$ cat src/rtl/pwrseq_pkg.sv
package pwrseq_pkg;

  typedef enum logic [3:0] {
    ST_IDLE,
    ST_CLK,
    ST_GUARD,
    ST_REFACK,
    ST_SETTLE,
    ST_PULSE,
    ST_REL,
    ST_POST,
    ST_DONE,
    ST_UNWIND,
    ST_FAIL
  } seq_state_e;

  // microseconds to cycles at a clock given in kHz, never below one cycle
  function automatic longint unsigned us_to_cycles(input longint unsigned us,
                                                   input longint unsigned khz);
    longint unsigned c;
    c = (us * khz) / 64'd1000;
    if (c == 64'd0) c = 64'd1;
    return c;
  endfunction

  // number of bits needed to hold the value v
  function automatic int bits_for(input longint unsigned v);
    int b;
    b = 1;
    while ((v >> b) != 64'd0) b++;
    return b;
  endfunction

  function automatic longint unsigned max2(input longint unsigned a,
                                           input longint unsigned b);
    return (a > b) ? a : b;
  endfunction

endpackage

$ cat src/rtl/seq_timer.sv
module seq_timer #(
  parameter int W = 8
) (
  input  logic         clk,
  input  logic         rst_n,
  input  logic         load_i,
  input  logic [W-1:0] load_val_i,
  output logic         zero_o
);

  logic [W-1:0] cnt_q;

  always_ff @(posedge clk or negedge rst_n) begin
    if (!rst_n) begin
      cnt_q <= '0;
    end else if (load_i) begin
      cnt_q <= load_val_i;
    end else if (cnt_q != '0) begin
      cnt_q <= cnt_q - 1'b1;
    end
  end

  assign zero_o = (cnt_q == '0);

  // an expired timer stays expired until reloaded
  a_r10_zero_sticks: assert property (@(posedge clk) disable iff (!rst_n)
    (zero_o && !load_i) |=> zero_o);

  // a nonzero load is never reported as expired on the next cycle
  a_r10_load_nonzero: assert property (@(posedge clk) disable iff (!rst_n)
    (load_i && (load_val_i != '0)) |=> !zero_o);

endmodule

$ cat src/rtl/clk_bank.sv
module clk_bank #(
  parameter int N  = 3,
  parameter int IW = 2
) (
  input  logic          clk,
  input  logic          rst_n,
  input  logic          set_i,
  input  logic          clr_i,
  input  logic [IW-1:0] sel_i,
  output logic [N-1:0]  en_o
);

  for (genvar g = 0; g < N; g++) begin : g_bit
    logic hit;
    assign hit = (sel_i == IW'(g));
    always_ff @(posedge clk or negedge rst_n) begin
      if (!rst_n) begin
        en_o[g] <= 1'b0;
      end else if (set_i && hit) begin
        en_o[g] <= 1'b1;
      end else if (clr_i && hit) begin
        en_o[g] <= 1'b0;
      end
    end
  end

  // enables change at most one at a time, on power-up and on unwind
  a_r2_single_step: assert property (@(posedge clk) disable iff (!rst_n)
    $countones(en_o ^ $past(en_o)) <= 1);

endmodule

$ cat src/rtl/pwr_bringup_seq.sv
module pwr_bringup_seq
  import pwrseq_pkg::*;
#(
  parameter int NCLK      = 3,
  parameter int CLK_KHZ   = 100000,
  parameter int GUARD_US  = 10,
  parameter int SETTLE_US = 200,
  parameter int PULSE_US  = 100000,
  parameter int POST_US   = 200,
  parameter int ACK_TMO   = 64
) (
  input  logic            clk,
  input  logic            rst_n,
  input  logic            start_i,
  input  logic            hold_i,
  input  logic [NCLK:0]   ack_i,
  input  logic            ext_present_i,
  input  logic            ext_pol_i,
  input  logic            post_wait_i,
  output logic [NCLK-1:0] clk_en_o,
  output logic            phy_pd_o,
  output logic            ref_en_o,
  output logic            ext_rst_o,
  output logic            core_rst_o,
  output logic            done_o,
  output logic            err_o
);

  localparam longint unsigned GUARD_CYC  = us_to_cycles(GUARD_US, CLK_KHZ);
  localparam longint unsigned SETTLE_CYC = us_to_cycles(SETTLE_US, CLK_KHZ);
  localparam longint unsigned PULSE_CYC  = us_to_cycles(PULSE_US, CLK_KHZ);
  localparam longint unsigned POST_CYC   = us_to_cycles(POST_US, CLK_KHZ);
  localparam longint unsigned TMO_CYC    = (ACK_TMO < 1) ? 64'd1 : 64'(ACK_TMO);
  localparam longint unsigned MAX_CYC    =
    max2(max2(max2(GUARD_CYC, SETTLE_CYC), max2(PULSE_CYC, POST_CYC)), TMO_CYC);
  localparam int TW = bits_for(MAX_CYC);
  localparam int IW = (NCLK > 1) ? $clog2(NCLK) : 1;

  localparam logic [TW-1:0] GUARD_LD  = TW'(GUARD_CYC - 1);
  localparam logic [TW-1:0] SETTLE_LD = TW'(SETTLE_CYC - 1);
  localparam logic [TW-1:0] PULSE_LD  = TW'(PULSE_CYC - 1);
  localparam logic [TW-1:0] POST_LD   = TW'(POST_CYC - 1);
  localparam logic [TW-1:0] TMO_LD    = TW'(TMO_CYC - 1);
  localparam logic [IW-1:0] LAST_IDX  = IW'(NCLK - 1);

  seq_state_e st_q, st_n;
  logic [IW-1:0] idx_q, idx_n;
  logic          pd_q, pd_n;
  logic          ref_q, ref_n;
  logic          core_q, core_n;
  logic          pres_q, pol_q, post_q;

  // named internal events
  logic          tmr_load;
  logic [TW-1:0] tmr_val;
  logic          tmr_zero;
  logic          bank_set, bank_clr;
  logic [IW-1:0] bank_sel;
  logic          start_take;
  logic          stage_ack;
  logic          stage_tmo;
  logic          ext_active;

  assign start_take = (st_q == ST_IDLE) && start_i && !hold_i;
  assign stage_ack  = (st_q == ST_CLK) ? ack_i[idx_q] : ack_i[NCLK];
  assign stage_tmo  = tmr_zero && !stage_ack;
  assign ext_active = (st_q == ST_PULSE);

  seq_timer #(.W(TW)) u_tmr (
    .clk        (clk),
    .rst_n      (rst_n),
    .load_i     (tmr_load),
    .load_val_i (tmr_val),
    .zero_o     (tmr_zero)
  );

  clk_bank #(.N(NCLK), .IW(IW)) u_bank (
    .clk   (clk),
    .rst_n (rst_n),
    .set_i (bank_set),
    .clr_i (bank_clr),
    .sel_i (bank_sel),
    .en_o  (clk_en_o)
  );

  always_comb begin
    st_n     = st_q;
    idx_n    = idx_q;
    pd_n     = pd_q;
    ref_n    = ref_q;
    core_n   = core_q;
    tmr_load = 1'b0;
    tmr_val  = '0;
    bank_set = 1'b0;
    bank_clr = 1'b0;
    bank_sel = idx_q;
    if (hold_i) begin
      st_n   = ST_IDLE;
      pd_n   = 1'b1;
      ref_n  = 1'b0;
      core_n = 1'b1;
    end else begin
      unique case (st_q)
        ST_IDLE: begin
          if (start_i) begin
            st_n     = ST_CLK;
            idx_n    = '0;
            bank_set = 1'b1;
            bank_sel = '0;
            tmr_load = 1'b1;
            tmr_val  = TMO_LD;
          end
        end
        ST_CLK: begin
          if (stage_ack) begin
            if (idx_q == LAST_IDX) begin
              pd_n     = 1'b0;
              st_n     = ST_GUARD;
              tmr_load = 1'b1;
              tmr_val  = GUARD_LD;
            end else begin
              idx_n    = idx_q + 1'b1;
              bank_set = 1'b1;
              bank_sel = idx_q + 1'b1;
              tmr_load = 1'b1;
              tmr_val  = TMO_LD;
            end
          end else if (stage_tmo) begin
            st_n = ST_UNWIND;
          end
        end
        ST_GUARD: begin
          if (tmr_zero) begin
            ref_n    = 1'b1;
            st_n     = ST_REFACK;
            tmr_load = 1'b1;
            tmr_val  = TMO_LD;
          end
        end
        ST_REFACK: begin
          if (stage_ack) begin
            st_n     = ST_SETTLE;
            tmr_load = 1'b1;
            tmr_val  = SETTLE_LD;
          end else if (stage_tmo) begin
            ref_n = 1'b0;
            pd_n  = 1'b1;
            idx_n = LAST_IDX;
            st_n  = ST_UNWIND;
          end
        end
        ST_SETTLE: begin
          if (tmr_zero) begin
            if (pres_q) begin
              st_n     = ST_PULSE;
              tmr_load = 1'b1;
              tmr_val  = PULSE_LD;
            end else begin
              st_n = ST_REL;
            end
          end
        end
        ST_PULSE: begin
          if (tmr_zero) st_n = ST_REL;
        end
        ST_REL: begin
          core_n = 1'b0;
          if (post_q) begin
            st_n     = ST_POST;
            tmr_load = 1'b1;
            tmr_val  = POST_LD;
          end else begin
            st_n = ST_DONE;
          end
        end
        ST_POST: begin
          if (tmr_zero) st_n = ST_DONE;
        end
        ST_DONE: begin
          st_n = ST_DONE;
        end
        ST_UNWIND: begin
          bank_clr = 1'b1;
          bank_sel = idx_q;
          pd_n     = 1'b1;
          if (idx_q == '0) st_n = ST_FAIL;
          else             idx_n = idx_q - 1'b1;
        end
        ST_FAIL: begin
          st_n = ST_FAIL;
        end
        default: st_n = ST_IDLE;
      endcase
    end
  end

  always_ff @(posedge clk or negedge rst_n) begin
    if (!rst_n) begin
      st_q   <= ST_IDLE;
      idx_q  <= '0;
      pd_q   <= 1'b1;
      ref_q  <= 1'b0;
      core_q <= 1'b1;
      pres_q <= 1'b0;
      pol_q  <= 1'b0;
      post_q <= 1'b0;
    end else begin
      st_q   <= st_n;
      idx_q  <= idx_n;
      pd_q   <= pd_n;
      ref_q  <= ref_n;
      core_q <= core_n;
      if (start_take) begin
        pres_q <= ext_present_i;
        pol_q  <= ext_pol_i;
        post_q <= post_wait_i;
      end
    end
  end

  assign phy_pd_o   = pd_q;
  assign ref_en_o   = ref_q;
  assign core_rst_o = core_q;
  assign ext_rst_o  = ext_active ? pol_q : ~pol_q;
  assign done_o     = (st_q == ST_DONE);
  assign err_o      = (st_q == ST_FAIL);

  // a clock enable rises only above an enabled, acknowledged predecessor
  for (genvar g = 1; g < NCLK; g++) begin : g_order
    a_r1_in_order: assert property (@(posedge clk) disable iff (!rst_n)
      $rose(clk_en_o[g]) |-> (clk_en_o[g-1] && $past(ack_i[g-1])));
  end

  // reference clock rises only with the PHY powered, straight after the guard
  a_r3_guard_first: assert property (@(posedge clk) disable iff (!rst_n)
    $rose(ref_en_o) |-> (!phy_pd_o && $past(st_q == ST_GUARD)));

  // the external pulse happens only while the core is held
  a_r5_pulse_in_reset: assert property (@(posedge clk) disable iff (!rst_n)
    ext_active |-> core_rst_o);

  // done means everything is up and the core is released
  a_r7_done_state: assert property (@(posedge clk) disable iff (!rst_n)
    done_o |-> (!core_rst_o && ref_en_o && !phy_pd_o && (&clk_en_o)));

  // after an unwind nothing is left enabled
  a_r2_err_clean: assert property (@(posedge clk) disable iff (!rst_n)
    err_o |-> ((clk_en_o == '0) && !ref_en_o && phy_pd_o));

  // hold puts the controller back into its held state
  a_r8_hold: assert property (@(posedge clk) disable iff (!rst_n)
    hold_i |=> (core_rst_o && phy_pd_o && !ref_en_o && !done_o && !err_o));

  // done and error never coexist
  a_r9_exclusive: assert property (@(posedge clk) disable iff (!rst_n)
    $onehot0({done_o, err_o}));

endmodule

$ cat config.mk
export PLATFORM = sky130hd
export DESIGN_NAME = pwr_bringup_seq
export DESIGN_NICKNAME = d
export VERILOG_FILES = /design/src/rtl/pwrseq_pkg.sv /design/src/rtl/seq_timer.sv /design/src/rtl/clk_bank.sv /design/src/rtl/pwr_bringup_seq.sv
export SDC_FILE = /design/constraint.sdc
export NUM_CORES = 1
export LEC_CHECK = 0
export ABC_AREA = 1
export ABC_CLOCK_PERIOD_IN_PS = 1900
export BUFFER_PORTS_ARGS = -buffer_cell sky130_fd_sc_hd__buf_2
export CORE_UTILIZATION = 50
export DETAILED_ROUTE_END_ITERATION = 10
export GPL_TIMING_DRIVEN = 0
export PLACE_DENSITY_LB_ADDON = 0.1
export SLEW_MARGIN = 20
export SYNTH_ARGS = -nofsm -noshare
export SYNTH_HDL_FRONTEND = slang
export SYNTH_SLANG_ARGS = --single-unit
$ cat constraint.sdc
create_clock -name clk -period 1.9 [get_ports clk]
set_input_delay 0.19 -clock clk [delete_from_list [all_inputs] [get_ports clk]]
set_output_delay 0.19 -clock clk [all_outputs]
set_load 0.01 [all_outputs]
== Word-level counts from Yosys, hierarchy flattened ==
Cells that the tools add are included.

* Flip-flop bits (word level): 39
* Word-level logic and storage cells: 146

* $add $sub $neg: 3
* Magnitude comparators: 1
* Equality and inequality tests: 27
* Muxes and demuxes: 72
* Bitwise logic cells: 2
* Reduce and logical (&&, ||, !) cells: 29

{| class="wikitable"
|+ Operators by type and width
! operator !! number
|-
| $pmux W24 S6 || 1
|-
| $mux W24 || 5
|-
| $mux W4 || 12
|-
| $pmux W4 S11 || 1
|-
| $mux W1 || 32
|-
| $mux W15 || 2
|-
| $ne A3 B3 Y1 const B || 9
|-
| $logic_not A24 Y1 || 1
|-
| $reduce_bool A24 Y1 || 1
|-
| $sub A24 B1 Y24 const B || 1
|-
| $mux W10 || 2
|-
| $eq A4 B3 Y1 const B || 4
|-
| $mux W2 || 8
|-
| $eq A4 B4 Y1 const B || 3
|-
| $mux W6 || 2
|-
| $reduce_and A5 Y1 || 2
|-
| $reduce_bool A2 Y1 || 5
|-
| $logic_and A1 B1 Y1 || 9
|-
| $eq A4 B2 Y1 const B || 2
|-
| $pmux W2 S4 || 1
|-
| $reduce_bool A4 Y1 || 2
|-
| $reduce_and A7 Y1 || 1
|-
| $ne A2 B2 Y1 const B || 3
|-
| $pmux W1 S5 || 1
|-
| other kinds (19) || 24
|}

== Logic depth before layout (Yosys ltp) ==
* Word-level depth: 10
* Mapped depth: 12

== Hierarchy ==
From an unflattened synthesis, not the netlist that was laid out.

* Cells, all modules: 473
* Area, all modules: 2,984.1 um^2

{| class="wikitable"
|+ Modules (own cells, without submodules)
! module !! instances !! cells an instance !! area each (um^2) !! sequential area each (um^2)
|-
| seq_timer || 1 || 254 || 1,650.3 || 600.6
|-
| pwr_bringup_seq || 1 || 201 || 1,194.9 || 302.8
|-
| clk_bank || 1 || 18 || 138.9 || 75.1
|}

== Least setup slack after synthesis ==
Ideal clock, no wire load.

* Path kind: register to register
* From: register u_tmr.cnt_q[0]
* To: register u_tmr.cnt_q[14]
* Data arrival time: 1.471 ns
* Required time: 1.778 ns
* Path slack: 0.307 ns
* Cell stages (with the launch flop): 12
* Clock period less this slack: 1.593 ns
* Cells stage by stage: dfrtp_1 > inv_1 > ha_1 > nand2_1 > nor2_4 > nand2_1 > inv_1 > nand2_1 > o21ai_0 > o31ai_1 > nand3_1 > nand2_1

* Word-level cells in the longest chain between the ends: 5

{| class="wikitable"
|+ RTL lines
! item !! line !! RTL
|-
| from (decl) || seq_timer.sv:11 || <nowiki>logic [W-1:0] cnt_q;</nowiki>
|-
| from (signal assigned) || seq_timer.sv:17 || <nowiki>cnt_q <= load_val_i;</nowiki>
|-
| from (signal assigned) || seq_timer.sv:19 || <nowiki>cnt_q <= cnt_q - 1'b1;</nowiki>
|-
| branches (longest 5 deep; another with $sub A24 B1 Y24) || n/a ||
|}

Parallel ways; which one is timed is not known. The select of a mux whose other input is x is not followed.
A chain may end at the register's enable or synchronous reset.

== Worst setup path after layout ==
* From: register st_q[0]
* To: register u_tmr.cnt_q[7]

* Word-level cells in the longest chain between the ends: 6

{| class="wikitable"
|+ RTL lines
! item !! line !! RTL
|-
| from (decl) || pwr_bringup_seq.sv:46 || <nowiki>seq_state_e st_q, st_n;</nowiki>
|-
| from (signal assigned) || pwr_bringup_seq.sv:208 || <nowiki>st_q <= st_n;</nowiki>
|-
| $eq A4 B1 Y1 || pwr_bringup_seq.sv:65, pwr_bringup_seq.sv:103 ||
|-
| $mux W1 || pwr_bringup_seq.sv:65 || <nowiki>assign stage_ack = (st_q == ST_CLK) ? ack_i[idx_q] : ack_i[NCLK];</nowiki>
|-
| $mux W10 or $mux W1 (tied branches) || pwr_bringup_seq.sv:115, pwr_bringup_seq.sv:141 ||
|-
| $pmux W24 S6 or $pmux W1 S5 (tied branches) || pwr_bringup_seq.sv:103 || <nowiki>unique case (st_q)</nowiki>
|-
| $mux W24 or $mux W1 (tied branches) || pwr_bringup_seq.sv:97 || <nowiki>if (hold_i) begin</nowiki>
|-
| $mux W24 or $reduce_bool A2 Y1 (tied branches) || n/a ||
|}

Several ways; a longest one is shown, not always the timed one.

==> metrics <==
status=complete, no violations; CTS tree=yes; critical path required time=2.14 ns; IO Pins=20; Mapped Cells=384; final total power=4.50 mW; Reg clk slew, reported paths=0.09 ns; fin crit period=1.80 ns; initial DRC count=150; Yosys cell types=39; pwr dens=1370 mW/mm2; area fraction of the dominant cell type after synthesis=33.0%; peak supply drop=0.000646 V; die area=0.00591 mm2; initial antenna violation count=0; Finished Core Util=62.4%; EDFF count, synth=0; Setup violations, final=0; Clock Root Buffer=clkbuf_8; Die H=76.9 um; Mapped Area=0.00281 mm2; Max Cap Viol=0; # DRC=0; Critical Path Start Type=flip-flop; Final ANT Viol Nets=0; Synth Area in Simple Gates=37.5%; Worst-Skew Late Latency=0.30 ns; Final Skew=0.0155 ns; fin. max-slew vios=0; fraction of synthesized cell area in xor and xnor cells=5.62%; yosys warns=0; Overflow after GRT=0; first-pass GRT wire length=11,500 um; Hold Crit Class=primary input to asynchronous set/reset pin; core area=0.00527 mm2; crit end category=flip-flop; Rel. slew slack=41.3%; Final Worst Setup Slack=0.102 ns; Async SR Flop Fraction=100%; TritonCTS Buffers=5; placement row count=26; largest net degree at the start of global routing=40; vias in the first global route=2,509; post-layout net count=435; r2r setup slk=0.10 ns; synth top area cells=dfrtp_1 33%, nand2_1 14%, nor2_1 5.9%; GR Util All Layers=24.6%; CTS max path bufs=2; Post-Synth Adder-Cell Area=2.23%; flop and latch count out of synthesis=39; Hold Fails Final Rpt=0; largest family of logic cells by synthesized area=simple AND/OR/NAND/NOR gates; pre-CTS setup slack=0.00909 ns; reg2reg path depth=12; Die Span X=76.9 um; CTS Hold Buffers Added=0; Initial Utilization=53.2%; GPL Wtd Cong=0.903; ys flop type=dfrtp_1; fin crit share=94.7%; Slew @ Worst Pin=0.881 ns; reg2reg end=u_tmr.cnt_q[7]; placed inst area=0.00299 mm2; Fin Hold WS=0.00107 ns; drt first pass iters=6; Avg Inst Size Synth=7.31 um2; H-tree depth=2; Crit Path Max Fanout=8; Reg2Reg Launch Point=st_q[0]; via count=2,561; leakage=1.63 nW; Avg Vias per Cell=5.23; post-synthesis mux area share=1.20%; share of post-route cells with drive strength above 1=26.9%; largest area contributor in the netlist=dfrtp_1; Syn Nets=400; Detail Placement HPWL=5020 um; Clock Sinks=39; Compound-Gate Fraction of Synth Area=10.7%; post-synthesis sequential area ratio=34.9%; top-count cell post-synth=nand2_1; Fmax=556 MHz; synthesis-to-layout area growth=17.2%; design area=0.00329 mm2; Antenna diodes=0; Avg WL per Cell=13.9 um; I/O Buffers=19; Setup CP Type=flip-flop to flip-flop; WL final=6820 um; CP arrival=2.03 ns; synth cell count leaders=103 x nand2_1, 44 x nor2_1, 37 x dfrtp_1
==> metrics by stage <==
step           std cells  setup TNS, ns
6_report             490              0
5_1_grt              490       -0.00836
4_1_cts              481              0
3_5_place_dp         473              0
3_3_place_gp         473              0
2_1_floorplan        384              0
==> power by group <==
part           switching, mW  total, mW  internal [mW]  leakage (nW)
sequential             0.236       1.31           1.08         0.491
combinational           1.46       2.33          0.873          1.07
clock                  0.322      0.848          0.526        0.0654
==> cell families (layout without fill, tap and decap cells) <==
logic type / count (synthesis) / count (layout)
AOI/OAI and AO/OA: 46 / 46
xor gates and xnor gates: 18 / 18
DFF: 39 / 39
adders and majority gates: 5 / 5
muxes: 3 / 3
and+or+nand+nor: 221 / 222
buffers and inverters: 52 / 87
==> repair_timing <==
| item | CTS | global route |
|---|---|---|
| pin swaps | 0 | 9 |
| setup endpoints to repair | 2 | 31 |
| resized for setup | 1 | 24 |
| setup buffers | 0 | 7 |
| gates cloned | 0 | 2 |
| hold endpoints to repair | 0 | 0 |
==> how the worst max path moves through the flow <==
| stage | from | endpoint | slack (ns) | cells past startpoint |
|---|---|---|---|---|
| after floorplan | u_tmr.cnt_q[0] | u_tmr.cnt_q[14] | 0.31 | 11 |
| after CTS | u_tmr.cnt_q[0] | u_tmr.cnt_q[9] | 0.03 | 10 |
| after detailed placement | u_tmr.cnt_q[11] | idx_q[1] | 0.009 | 8 |
| after global placement | u_tmr.cnt_q[11] | idx_q[0] | 0.03 | 8 |
| final | st_q[0] | u_tmr.cnt_q[7] | 0.10 | 12 |
| after global routing | st_q[0] | u_tmr.cnt_q[7] | -0.006 | 12 |
==> metal layers <==
metal	routed length [um]	track usage [%]	up-vias
li1	-	-	1322
met1	3010	29.7	1173
met2	3440	44.6	54
met3	220	3.93	12
met4	144	7.31	0
met5	0	0	-
==> registers in the layout (all words and copies together), names as in the netlist <==
register     flops
pres_q           1
post_q           1
u_bank.en_o      3
ref_en_o         1
st_q             4
phy_pd_o         1
pol_q            1
core_rst_o       1
u_tmr.cnt_q     24
idx_q            2
==> critical path, stage by stage (launching register included) <==
cell and delay, ns:
dfrtp_1 0.38, buf_6 0.14, nor2_2 0.18, inv_2 0.07
nor2_4 0.11, nand2_2 0.09, nand2_1 0.10, nand3_2 0.11
nand2_1 0.09, nand2_2 0.12, nand2_8 0.14, nor2_4 0.09
a21oi_2 0.11
==> cell usage in the layout, fill, tap and decap left out, types with 4 or more instances in the layout <==
cell	Yosys	layout
nand2_1	103	100
nor2_1	44	37
dfrtp_1	37	35
inv_1	35	32
nand3_1	30	30
buf_2	1	20
xor2_1	16	16
inv_2	12	14
o21ai_0	13	13
nor2_2	6	11
a21oi_2	10	11
nor2_4	6	9
nand2_2	7	9
a21oi_1	8	7
buf_4	0	7
nand4_1	5	5
clkbuf_8	0	5
nand3_2	4	4
ha_1	5	4
==> layout make-up <==
class	instances	area, um2
well taps	70	87.6
multi-input cells	294	1690
fillers	483	1980
plain buffers	4	42.5
clock buffers	6	72.6
repair buffers	27	173
inverters	48	183
clock inverters	2	60.1
flip-flops and latches	39	981
Power figures use the tool's default switching activity.
